## config.mk

```make
export PLATFORM = sky130hd
export DESIGN_NAME = fault_recorder
export DESIGN_NICKNAME = d
export VERILOG_FILES = /design/src/rtl/fault_recorder_pkg.sv /design/src/rtl/fault_recorder_ctrl.sv /design/src/rtl/fault_recorder_status.sv /design/src/rtl/fault_recorder_addr.sv /design/src/rtl/fault_recorder.sv
export SDC_FILE = /design/constraint.sdc
export NUM_CORES = 1
export LEC_CHECK = 0
export BUFFER_PORTS_ARGS = -buffer_cell sky130_fd_sc_hd__buf_2
export CELL_PAD_IN_SITES_DETAIL_PLACEMENT = 1
export CELL_PAD_IN_SITES_GLOBAL_PLACEMENT = 1
export CORE_MARGIN = 2
export CORE_UTILIZATION = 33
export CTS_BUF_LIST = sky130_fd_sc_hd__clkbuf_8
export DETAILED_ROUTE_END_ITERATION = 16
export GPL_TIMING_DRIVEN = 0
export PLACE_DENSITY_LB_ADDON = 0.1
export SLEW_MARGIN = 10
export SYNTH_ARGS = -nofsm -noshare
export SYNTH_HDL_FRONTEND = slang
export SYNTH_SLANG_ARGS = --single-unit
```

## constraint.sdc

```tcl
create_clock -name clk -period 3.55 [get_ports clk]
set_input_delay 0.1775 -clock clk [delete_from_list [all_inputs] [get_ports clk]]
set_output_delay 0.1775 -clock clk [all_outputs]
set_load 0.05 [all_outputs]
```

## src/rtl/fault_recorder_pkg.sv

```systemverilog
package fault_recorder_pkg;
    typedef enum logic [1:0] {
        ST_EMPTY   = 2'd0,
        ST_SINGLE  = 2'd1,
        ST_OVERRUN = 2'd2
    } rec_state_t;

    typedef enum logic {
        TRAP_DATA  = 1'b0,
        TRAP_INSTR = 1'b1
    } trap_kind_t;

    localparam int OVF_BIT   = 0;
    localparam int VALID_BIT = 1;
    localparam int ACC_SHIFT = 5;
    localparam int FETCH_BIT = 1;
endpackage

```

## src/rtl/fault_recorder_ctrl.sv

```systemverilog
module fault_recorder_ctrl
    import fault_recorder_pkg::*;
(
    input  logic clk,
    input  logic rst_n,
    input  logic flt_stb,
    input  logic rd_clr,
    output logic load_o,
    output logic seed_ovf_o,
    output logic clear_o
);
    rec_state_t state_q, state_d;

    always_comb begin
        state_d = state_q;
        unique case (state_q)
            ST_EMPTY: begin
                if (flt_stb) state_d = ST_SINGLE;
            end
            ST_SINGLE, ST_OVERRUN: begin
                if (flt_stb && rd_clr)  state_d = ST_SINGLE;
                else if (flt_stb)       state_d = ST_OVERRUN;
                else if (rd_clr)        state_d = ST_EMPTY;
            end
            default: state_d = ST_EMPTY;
        endcase
    end

    always_ff @(posedge clk) begin
        if (!rst_n) state_q <= ST_EMPTY;
        else        state_q <= state_d;
    end

    always_comb begin
        load_o     = flt_stb;
        seed_ovf_o = 1'b0;
        clear_o    = 1'b0;
        unique case (state_q)
            ST_EMPTY: begin
                seed_ovf_o = 1'b0;
            end
            ST_SINGLE, ST_OVERRUN: begin
                seed_ovf_o = flt_stb && !rd_clr;
                clear_o    = rd_clr && !flt_stb;
            end
            default: begin
                clear_o = 1'b1;
            end
        endcase
    end
endmodule

```

## src/rtl/fault_recorder_status.sv

```systemverilog
module fault_recorder_status
    import fault_recorder_pkg::*;
#(
    parameter int CODE_W = 10,
    parameter int ACC_W  = 3,
    parameter int FSR_W  = 16
) (
    input  logic              clk,
    input  logic              rst_n,
    input  logic              load_i,
    input  logic              seed_ovf_i,
    input  logic              clear_i,
    input  logic [CODE_W-1:0] code_i,
    input  logic [ACC_W-1:0]  acc_i,
    output logic [FSR_W-1:0]  fsr_o
);
    logic [FSR_W-1:0] merged;

    always_comb begin
        merged = '0;
        merged[CODE_W-1:2] = code_i[CODE_W-1:2];
        merged[ACC_SHIFT +: ACC_W] = merged[ACC_SHIFT +: ACC_W] | acc_i;
        merged[VALID_BIT] = 1'b1;
        merged[OVF_BIT]   = seed_ovf_i;
    end

    always_ff @(posedge clk) begin
        if (!rst_n)       fsr_o <= '0;
        else if (load_i)  fsr_o <= merged;
        else if (clear_i) fsr_o <= '0;
    end
endmodule

```

## src/rtl/fault_recorder_addr.sv

```systemverilog
module fault_recorder_addr
    import fault_recorder_pkg::*;
#(
    parameter int ADDR_W    = 32,
    parameter int PAGE_BITS = 12,
    parameter int ACC_W     = 3
) (
    input  logic              clk,
    input  logic              rst_n,
    input  logic              flt_stb,
    input  logic [ACC_W-1:0]  flt_acc,
    input  logic [ADDR_W-1:0] flt_addr,
    input  logic              mis_stb,
    input  logic [ADDR_W-1:0] mis_addr,
    output logic [ADDR_W-1:0] far_o,
    output logic              trap_instr_o
);
    localparam logic [ADDR_W-1:0] PAGE_MASK = {{(ADDR_W-PAGE_BITS){1'b1}}, {PAGE_BITS{1'b0}}};

    trap_kind_t kind_q;

    always_ff @(posedge clk) begin
        if (!rst_n) begin
            far_o  <= '0;
            kind_q <= TRAP_DATA;
        end else if (flt_stb) begin
            far_o  <= flt_addr & PAGE_MASK;
            kind_q <= flt_acc[FETCH_BIT] ? TRAP_INSTR : TRAP_DATA;
        end else if (mis_stb) begin
            far_o  <= mis_addr;
        end
    end

    assign trap_instr_o = (kind_q == TRAP_INSTR);
endmodule

```

## src/rtl/fault_recorder.sv

```systemverilog
module fault_recorder #(
    parameter int ADDR_W    = 32,
    parameter int PAGE_BITS = 12,
    parameter int CODE_W    = 10,
    parameter int ACC_W     = 3,
    parameter int FSR_W     = 16
) (
    input  logic              clk,
    input  logic              rst_n,
    input  logic              flt_stb,
    input  logic [CODE_W-1:0] flt_code,
    input  logic [ACC_W-1:0]  flt_acc,
    input  logic [ADDR_W-1:0] flt_addr,
    input  logic              mis_stb,
    input  logic [ADDR_W-1:0] mis_addr,
    input  logic              rd_clr,
    output logic [FSR_W-1:0]  fsr_q,
    output logic [ADDR_W-1:0] far_q,
    output logic              trap_instr
);
    logic load, seed_ovf, clear;

    fault_recorder_ctrl u_ctrl (
        .clk        (clk),
        .rst_n      (rst_n),
        .flt_stb    (flt_stb),
        .rd_clr     (rd_clr),
        .load_o     (load),
        .seed_ovf_o (seed_ovf),
        .clear_o    (clear)
    );

    fault_recorder_status #(.CODE_W(CODE_W), .ACC_W(ACC_W), .FSR_W(FSR_W)) u_status (
        .clk        (clk),
        .rst_n      (rst_n),
        .load_i     (load),
        .seed_ovf_i (seed_ovf),
        .clear_i    (clear),
        .code_i     (flt_code),
        .acc_i      (flt_acc),
        .fsr_o      (fsr_q)
    );

    fault_recorder_addr #(.ADDR_W(ADDR_W), .PAGE_BITS(PAGE_BITS), .ACC_W(ACC_W)) u_addr (
        .clk          (clk),
        .rst_n        (rst_n),
        .flt_stb      (flt_stb),
        .flt_acc      (flt_acc),
        .flt_addr     (flt_addr),
        .mis_stb      (mis_stb),
        .mis_addr     (mis_addr),
        .far_o        (far_q),
        .trap_instr_o (trap_instr)
    );
endmodule

```

# After elaboration in Yosys (flattened, before gate mapping)
# Index checks and enable logic that the tools add are counted.
[word_totals]
elab_cells = 34
in_bits = 82
output_inout_bits = 49
regBits = 45
[classes]
eq_ne = 4
reduce_logical = 11
muxes = 12
bitwise_logic = 2
[op_table]
columns = ["cell", "count"]
rows = [
  ["$mux W32", 2],
  ["$mux W10", 2],
  ["$mux W2", 4],
  ["$ne A4 B3 Y1 const B", 1],
  ["$pmux W2 S2", 1],
  ["$reduce_bool A2 Y1", 2],
  ["$reduce_or A2 Y1", 2],
  ["$logic_and A1 B1 Y1", 3],
  ["$or A3 B3 Y3", 1],
  ["$eq A2 B1 Y1 const B", 1],
  ["$eq A2 B2 Y1 const B", 1],
  ["$logic_not A1 Y1", 2],
  ["$logic_not A2 Y1", 1],
  ["$mux W1", 2],
  ["$ne A2 B2 Y1 const B", 1],
  ["$pmux W1 S2", 1],
  ["$reduce_and A2 Y1", 1],
  ["$not A1 Y1", 1],
]

# Depth between registers and ports, before layout
# Gate-level depths: netlist of the first run.
[logic_depth]
ltp_word = 5
ltp_mapped = 5
ltp_nobuf = 5

# Modules after synthesis
# A second synthesis of the first run with hierarchy kept.
[hier_totals]
hier_cells = 202
hier_area_um2 = 2185.8
[modules_own_cells]
columns = ["mod", "area_per_inst_um2", "cells_per_inst", "instances", "seq_area_each_um2"]
rows = [
  ["fault_recorder_addr", 1557.7, 131, 1, 660.6],
  ["fault_recorder_status", 473.0, 51, 1, 200.2],
  ["fault_recorder_ctrl", 155.1, 20, 1, 40.0],
]

# Worst setup path before layout of the first run
# OpenSTA, ideal clock, no wires.
[synth_path]
kind = "register to register"
from = "register u_ctrl.state_q[0]"
to = "register u_status.fsr_o[0]"
slack_ns = 2.242
n_path_buf = 0
synth_period_minus_slack_ns = 1.308
required_ns = 3.490
arrival_time_ns = 1.247
setup_time_ns = 0.060
path_stages_with_launch = 6
cell_sequence = "dfxtp_1 -> inv_1 -> ha_1 -> nand2b_1 -> a21oi_4 -> a22o_1"
[synth_via]
elab_chain_cells = 4
word_cells_on_any_way = 8
classes_between = "eq/ne: 2; mux: 3; reduce/logical: 3"
[synth_lines]
columns = ["item", "line", "rtl"]
rows = [
  ["start: declaration", "fault_recorder_ctrl.sv:12", "rec_state_t state_q, state_d;"],
  ["start signal: assignment", "fault_recorder_ctrl.sv:31", "else state_q <= state_d;"],
  ["$eq A2 B1 Y1 / $eq A2 B2 Y1 (equally long branches)", "fault_recorder_ctrl.sv:38", "unique case (state_q)"],
  ["$reduce_or A2 Y1", "fault_recorder_ctrl.sv:38", ""],
  ["$pmux W1 S2 / $mux W1 (equally long branches)", "fault_recorder_ctrl.sv:38", ""],
  ["$reduce_bool A2 Y1 (no source line) / $mux W10 (equally long branches)", "--", ""],
  ["end signal: assignment", "fault_recorder_status.sv:29", "else if (load_i) fsr_o <= merged;"],
  ["end: declaration", "fault_recorder_status.sv:15", "output logic [FSR_W-1:0] fsr_o"],
]
# Several ways; a longest one is shown, not always the timed one.
# A chain may end at the register's enable or synchronous reset.

# Worst setup path in the final report of the first run
[layout_path]
from = "register u_ctrl.state_q[1]"
to = "register u_status.fsr_o[2]"
[layout_via]
elab_chain_cells = 4
word_cells_on_any_way = 6
classes_between = "eq/ne: 2; mux: 1; reduce/logical: 3"
[layout_lines]
columns = ["item", "line"]
rows = [
  ["$eq A2 B1 Y1 / $eq A2 B2 Y1 (equally long branches)", "fault_recorder_ctrl.sv:38"],
  ["$reduce_or A2 Y1", "fault_recorder_ctrl.sv:38"],
  ["$pmux W1 S2 (*)", "fault_recorder_ctrl.sv:38"],
  ["$reduce_bool A2 Y1 (no source line) (*)", "--"],
]
# Every way passes the cells marked *; elsewhere a longest branch is shown, timed or not.

==> results of run 1 <==
[routing by layer]
layer  vias to the layer above  part of all wire  global-route usage
met5                         -                 0                   0
li1                        911                 -                   -
met2                        63              0.48               0.268
met4                         0            0.0076              0.0433
met3                         4             0.078              0.0385
met1                       829              0.44               0.181
[synthesized netlist by cell type (all sizes together)]
master | count | share of area
o21a | 1 | 0.0038
a22o | 6 | 0.026
o32ai | 1 | 0.0082
nor2 | 16 | 0.030
clkbuf | 3 | 0.0057
and2 | 21 | 0.066
dfxtp | 45 | 0.45
nand2 | 21 | 0.043
buf | 16 | 0.060
mux2i | 33 | 0.17
a21boi | 2 | 0.0075
a21oi | 1 | 0.0082
inv | 2 | 0.0038
o2bb2ai | 3 | 0.013
nor2b | 4 | 0.013
conb | 1 | 0.0019
o211a | 1 | 0.0050
o21ai | 22 | 0.055
ha | 2 | 0.013
nand3b | 1 | 0.0038
nand2b | 3 | 0.013
[worst register-to-register path: stages (launching register included)]
cell	delay (ps)
dfxtp_1	370
inv_1	50
ha_1	320
nand2b_1	210
a21oi_4	320
a22o_1	190
[final timing paths]
path | startpoint | end | slack [ps] | cells after the start
min | flt_code[4] | u_status.fsr_o[4] | 100 | 2
min reg2reg | u_status.fsr_o[6] | u_status.fsr_o[6] | 470 | 1
max reg2reg | u_ctrl.state_q[1] | u_status.fsr_o[2] | 2040 | 5
max | u_ctrl.state_q[1] | u_status.fsr_o[2] | 2040 | 5
[per-stage QoR]
stage / power [mW] / std cells / cell area, sq um
CTS: 1.16 / 401 / 2720
global placement: 0.855 / 393 / 2640
floorplan: 0.771 / 210 / 2010
detailed placement: 0.859 / 393 / 2640
finish: 1.14 / 401 / 2720
global route: 1.21 / 401 / 2720
[power by group]
group | switching (mW) | internal, mW
clock | 0.165 | 0.134
sequential | 0.0138 | 0.534
combinational | 0.193 | 0.103
[state kept, by name, summed over array words and instances, names as in the netlist]
name                 cells
u_addr.far_o            32
u_addr.trap_instr_o      1
u_ctrl.state_q           2
u_status.fsr_o          10
[cell families (layout without fill, tap and decap cells)]
family                     count (synthesis)  count (layout)
and+or+nand+nor                           66              66
DFF                                       45              45
AOI/OAI and AO/OA                         37              37
muxes                                     33              33
buffers and inverters                     21             137
adders and majority gates                  2               2
other                                      1               6
[cell type report]
cell class | count | area, sq um | share of cell area
Tap cell | 75 | 93.8 | 0.0345
Sequential cell | 45 | 901 | 0.331
Multi-Input combinational cell | 144 | 968 | 0.356
Buffer | 19 | 130 | 0.0478
Clock buffer | 5 | 68.8 | 0.0253
Clock inverter | 3 | 13.8 | 0.00505
Timing Repair Buffer | 108 | 541 | 0.198
Inverter | 2 | 7.51 | 0.00276
==> results.yml, run 1 <==
placement:
  dp.final_hpwl_um: 4010
  io_buffer_count: 108
  gp_congestion: 0.723
  detailedPlace.worstSlack_ps: 2070
layout:
  insertedDiodeCount: 0
  layout_overhead_on_the_synthesized_area_pct: 37.0
  layout.nets: 409
  finalCoreUtilization: 0.463
  num-fill-cells: 742
  final_cell_mix: "buf_2 (113), dfxtp_1 (45), mux2i_1 (33)"
  drive_above_1_share: 0.414
  layout.cells.most_common: "buf_2"
floorplanning:
  floorplan.die_area_sq_mm: 0.00666
  rows: 28
  floorplan.core_area_sq_mm: 0.00589
  die_w_um: 81.6
  io-pin-count: 131
  die_height_um: 81.6
  initial_utilization: 0.338
global_route:
  antenna_violations_before_repair: 0
  globalRoute.totalOverflow: 0
  wire_length_of_the_first_global_routing_pass_um: 7890
  pin_count_of_the_biggest_net_entering_global_routing: 14
  first_global_vias: 1751
  grt_usage: 0.151
routing:
  via_per_inst: 4.51
  detail_route.drc_violations: 0
  dr.first_iter.drc_count: 31
  drtPass1Iterations: 4
  routed_vias: 1807
  antenna_violating_nets_post_route: 0
  route.final.wire_length_um: 5150
  routedWlPerCell_um: 12.8
synthesis:
  synth_area_sq_mm: 0.00199
  synth-seq-cells: 45
  synth_xor_area_frac: 0
  yosys.area_share.simple: 0.169
  yosysWarnings: 0
  ys_types: 25
  synth_top_family_by_area: "simple AND/OR/NAND/NOR gates"
  netlist_instances: 205
  synth_fa_ha_area_frac: 0.0126
  synth_compound_area_frac: 0.128
  post_synth_mux_area_share: 0.166
  syn_area_per_cell_sq_um: 9.70
  seq_area_frac_synth: 0.453
clock_tree:
  clock_root_buffer: "clkbuf_8"
  tritoncts: "built"
  h-tree-depth: 2
  cts-hold-fix-buffers: 0
  post_cts_buffers: 0
  cts-buffers-inserted: 5
  clock_path_buffers: 2
  cts.reportedPaths.clkPinSlew_ps: 80
  total_number_of_clock_tree_sinks: 45
  cts.repair.resized: 0
  insertion_delay_ps: 290
worst_setup_path:
  critical_path_class: "flop to flop"
  slowest_stage: "dfxtp_1"
  critical-path-top-delay-family: "compound AO/OA/AOI/OAI gates"
  crit_path_cell_chain: "inv_1 -> ha_1 -> nand2b_1 -> a21oi_4 -> a22o_1"
  critical_path_required_ps: 3780
  worstPathMaxFanout: 9
  critPathArrivalTime_ps: 1740
  cp.buffers_inverters: 1
  slowest_delay_ps: 370
  start_kind: "flop"
  endpoint_kind: "flop"
timing:
  fin_crit_sh: 0.425
  final_worst_path_period_need_ps: 1510
  setup_slack_ps: 2040
  grt_setup_unrepaired: "false"
  final_max_slew_viol_count: 0
  setup_violations: 0
  tns_ps: 0
  hold_violations: 0
  skew_ps: 4.53
  max_freq_mhz: 663
  worst_hold_slack_ps: 101
pwr:
  powerDensity_mw_per_mm2: 420
  p_leak_nw: 1.44
  irDropWorstVdd_uv: 172
min_path:
  worstHoldPathType: "primary input to flop"
flow_run:
  cap_viol_max_count: 0
outcome:
  run_status: "finished clean"
(Power assumes the default switching activity.)
==> run 2: changes to the inputs <==
Settings changed: CORE_UTILIZATION 33 to 30.
Clock period 3.55 ns to 1.4 ns, I/O delays scaled along.
==> results.yml, run 2 (synthesis results as in run 1) <==
routing:
  detail_route.drc_violations: 0
  route.final.wire_length_um: 5390
  dr.first_iter.drc_count: 43
  via_per_inst: 4.50
  antenna_violating_nets_post_route: 0
  drtPass1Iterations: 4
  routed_vias: 1854
  routedWlPerCell_um: 13.1
placement:
  io_buffer_count: 108
  dp.final_hpwl_um: 3990
  gp_congestion: 0.707
  detailedPlace.worstSlack_ps: -82.1
  postPlaceCellArea_sq_mm: 0.00264
timing:
  tns_ps: 0
  final_max_slew_viol_count: 0
  hold_violations: 0
  max_freq_mhz: 760
  worst_hold_slack_ps: 7.61
  skew_ps: 3.62
  grt_setup_unrepaired: "false"
  final_worst_path_period_need_ps: 1320
  setup_slack_ps: 83.9
  fin_crit_sh: 0.940
  setup_violations: 0
layout:
  final_cell_mix: "buf_2 (113), dfxtp_1 (43), mux2i_1 (33)"
  largest_register_ff_count: 32
  layout_overhead_on_the_synthesized_area_pct: 44.5
  insertedDiodeCount: 0
  final_design_area_no_fill_sq_mm: 0.00287
  layout.nets: 419
  drive_above_1_share: 0.421
  largest-register: "u_addr.far_o"
  layout.cells.most_common: "buf_2"
  biggestRegsByFlops: "u_addr.far_o: 32 flops, u_status.fsr_o: 10 flops, u_ctrl.state_q: 2 flops"
floorplanning:
  rows: 29
  die_w_um: 85.4
  die_height_um: 85.4
  floorplan.die_area_sq_mm: 0.00729
  floorplan.core_area_sq_mm: 0.00639
  io-pin-count: 131
  initial_utilization: 0.311
global_route:
  globalRoute.totalOverflow: 0
  wire_length_of_the_first_global_routing_pass_um: 8980
  first_global_vias: 1907
  grt_usage: 0.154
  antenna_violations_before_repair: 0
  pin_count_of_the_biggest_net_entering_global_routing: 13
pwr:
  p_leak_nw: 1.49
  irDropWorstVdd_uv: 371
  powerDensity_mw_per_mm2: 1050
clock_tree:
  insertion_delay_ps: 300
  h-tree-depth: 2
  cts-buffers-inserted: 5
  clock_root_buffer: "clkbuf_8"
  total_number_of_clock_tree_sinks: 45
  tritoncts: "built"
  clock_path_buffers: 2
  cts.reportedPaths.clkPinSlew_ps: 80
worst_setup_path:
  endpoint_kind: "flop"
  critPathArrivalTime_ps: 1510
  critical_path_required_ps: 1600
  start_kind: "flop"
  critical_path_class: "flop to flop"
  worstPathMaxFanout: 9
min_path:
  worstHoldPathType: "primary input to flop"
flow_run:
  cap_viol_max_count: 0
outcome:
  run_status: "finished clean"
-- run 2: per-stage QoR --
stage / std cells / power, mW / util
after floorplan: 210 / 1.95 / -
after global placement: 395 / 2.17 / 0.414
after detailed placement: 395 / 2.18 / 0.414
after CTS: 412 / 3.04 / 0.446
after global routing: 412 / 3.19 / 0.450
final: 412 / 3.01 / 0.450
-- run 2: power by group --
part,switching (mW),internal [mW],total (mW)
registers,0.0354,1.35,1.39
logic,0.504,0.309,0.813
clock network,0.421,0.385,0.806
total,0.960,2.05,3.01
-- run 2: area by class of cell --
type                    count  area (sq um)
multi-input cells         144           998
well taps                  77          96.3
repair buffers            118           651
fillers                   791          3510
plain buffers              19           130
flip-flops and latches     45           903
clock buffers               6          82.6
clock inverters             1          3.75
inverters                   2          7.51
-- run 2: per-layer routing --
layer  GRT usage  share of wire  wire [um]
met5           0              0          0
met2       0.256           0.48       2610
met4      0.0606          0.014         78
met1       0.196           0.43       2340
met3      0.0321          0.068        364
-- run 2: path summary, 6_finish.rpt --
path / startpoint / endpoint / slack, ps / cells past startpoint
hold reg to reg: u_status.fsr_o[5] / u_status.fsr_o[5] / 470 / 1
setup reg to reg: u_ctrl.state_q[0] / u_status.fsr_o[9] / 80 / 6
setup / recovery: u_ctrl.state_q[0] / u_status.fsr_o[9] / 80 / 6
hold / removal: mis_addr[2] / u_addr.far_o[2] / 8 / 3
-- run 2: worst max-delay path, stage by stage, from the launching register on --
cell and delay [ps]:
dfxtp_2 330, inv_1 70, ha_4 300, nand2b_4 140, a21oi_4 60, buf_12 130, a22o_1 180
-- run 2: what timing repair did --
| action | in CTS | in global routing |
|---|---|---|
| pin swaps | 1 | 0 |
| endpoints found under the hold margin | 9 | 0 |
| gates cloned | 0 | 0 |
| hold buffers | 9 | 0 |
| resized for setup | 1 | 6 |
| buffers inserted | 1 | 0 |
| setup endpoints to repair | 9 | 11 |
==> run 3: changes to the inputs <==
Settings changed: CELL_PAD_IN_SITES_DETAIL_PLACEMENT 1 to not set, CELL_PAD_IN_SITES_GLOBAL_PLACEMENT 1 to not set, CORE_UTILIZATION 30 to 43, PLACE_DENSITY set to 0.82, PLACE_DENSITY_LB_ADDON 0.1 to not set.
==> results.yml, run 3 (synthesis results as in run 1) <==
routing:
  antenna_violating_nets_post_route: 0
  via_per_inst: 4.63
  route.final.wire_length_um: 4740
  routed_vias: 1777
  detail_route.drc_violations: 0
  drtPass1Iterations: 4
  routedWlPerCell_um: 12.3
  dr.first_iter.drc_count: 64
global_route:
  grt_usage: 0.185
  first_global_vias: 1721
  antenna_violations_before_repair: 0
  pin_count_of_the_biggest_net_entering_global_routing: 14
  wire_length_of_the_first_global_routing_pass_um: 7620
  globalRoute.totalOverflow: 0
floorplanning:
  die_height_um: 72.0
  floorplan.die_area_sq_mm: 0.00518
  initial_utilization: 0.450
  rows: 24
  die_w_um: 72.0
  floorplan.core_area_sq_mm: 0.00441
  io-pin-count: 131
worst_setup_path:
  timing.rr.end: "u_status.fsr_o[8]"
  timing.reg2reg.worst_path_depth: 5
  start_kind: "flop"
  worstPathMaxFanout: 5
  setup.reg_to_reg.worst_slack_ps: 70
  critical_path_required_ps: 1640
  critical_path_class: "flop to flop"
  crit_path_start: "u_ctrl.state_q[0]"
  critPathArrivalTime_ps: 1570
  endpoint_kind: "flop"
  regToRegStartpoint: "u_ctrl.state_q[0]"
  timing.critical_path.to: "u_status.fsr_o[8]"
clock_tree:
  insertion_delay_ps: 290
  post_cts_buffers: 0
  clock_root_buffer: "clkbuf_8"
  clock_path_buffers: 2
  h-tree-depth: 2
  cts.reportedPaths.clkPinSlew_ps: 80
  total_number_of_clock_tree_sinks: 45
  tritoncts: "built"
  cts-buffers-inserted: 5
layout:
  layout_overhead_on_the_synthesized_area_pct: 41.7
  layout.nets: 415
  drive_above_1_share: 0.428
  finalCoreUtilization: 0.638
  layout.cells.most_common: "buf_2"
  final_cell_mix: "buf_2 (113), dfxtp_1 (45), mux2i_1 (33)"
  insertedDiodeCount: 0
  largest-register: "u_addr.far_o"
  largest_register_ff_count: 32
  biggestRegsByFlops: "u_addr.far_o: 32 flops, u_status.fsr_o: 10 flops, u_ctrl.state_q: 2 flops"
timing:
  setup_slack_ps: 70.2
  grt_setup_unrepaired: "false"
  final_max_slew_viol_count: 0
  hold_violations: 0
  max_freq_mhz: 752
  fin_crit_sh: 0.950
  skew_ps: 3.04
  setup_violations: 0
  final_worst_path_period_need_ps: 1330
pwr:
  irDropWorstVdd_uv: 578
  powerDensity_mw_per_mm2: 1080
  p_leak_nw: 1.48
  report.power.total_mw: 3.05
placement:
  detailedPlace.worstSlack_ps: -70.0
  dp.final_hpwl_um: 3540
  gp_congestion: 0.848
  io_buffer_count: 108
min_path:
  worstHoldPathType: "primary input to flop"
  worstHoldPathCells: 3
flow_run:
  cap_viol_max_count: 0
outcome:
  run_status: "finished clean"
## run 3: area by class of cell
type | instances | area, sq um
repair buffers | 113 | 591
clock buffers | 7 | 96.3
plain buffers | 19 | 130
multi-input cells | 145 | 1020
clock inverters | 1 | 5.00
flip-flops and latches | 45 | 901
inverters | 2 | 7.51
well taps | 52 | 65.1
fillers | 392 | 1600
## run 3: power by group
part	switching (mW)	internal, mW
clock	0.415	0.446
sequential	0.0360	1.35
combinational	0.506	0.295
total	0.956	2.10
## run 3: what timing repair did
| action | 4_1_cts | 5_1_grt |
|---|---|---|
| endpoints found under the hold margin | 5 | 0 |
| gates resized for setup | 4 | 4 |
| cloned | 1 | 0 |
| hold buffers | 5 | 0 |
| endpoints found under the setup margin | 9 | 11 |
| pin swaps | 2 | 1 |
## run 3: worst min-delay path by stage
stage,startpoint,to,slack [ps]
after floorplan,rst_n,u_addr.far_o[28],190
after global placement,flt_code[3],u_status.fsr_o[3],290
after detailed placement,flt_code[2],u_status.fsr_o[2],290
after CTS,mis_addr[9],u_addr.far_o[9],6
after global routing,mis_addr[3],u_addr.far_o[3],2
final,mis_addr[9],u_addr.far_o[9],10
## run 3: worst max-delay path: stages, from the launching register on
cell      delay, ps
dfxtp_1         350
inv_1           100
ha_4            270
nand2b_4        170
a21oi_4         230
a22o_1          160
## run 3: per-layer routing
metal | GRT usage | part of all wire
met1 | 0.223 | 0.43
met2 | 0.322 | 0.50
met3 | 0.0431 | 0.059
met4 | 0.0629 | 0.011
met5 | 0 | 0
## run 3: metrics by stage
step / hold slack (ps) / std cells / setup TNS (ps) / instance area, sq um
2_1_floorplan: 192 / 210 / 0 / 2010
3_3_place_gp: 286 / 370 / -288 / 2610
3_5_place_dp: 294 / 370 / -574 / 2610
4_1_cts: 6.15 / 384 / 0 / 2800
5_1_grt: 2.33 / 384 / 0 / 2820
6_report: 12.6 / 384 / 0 / 2820
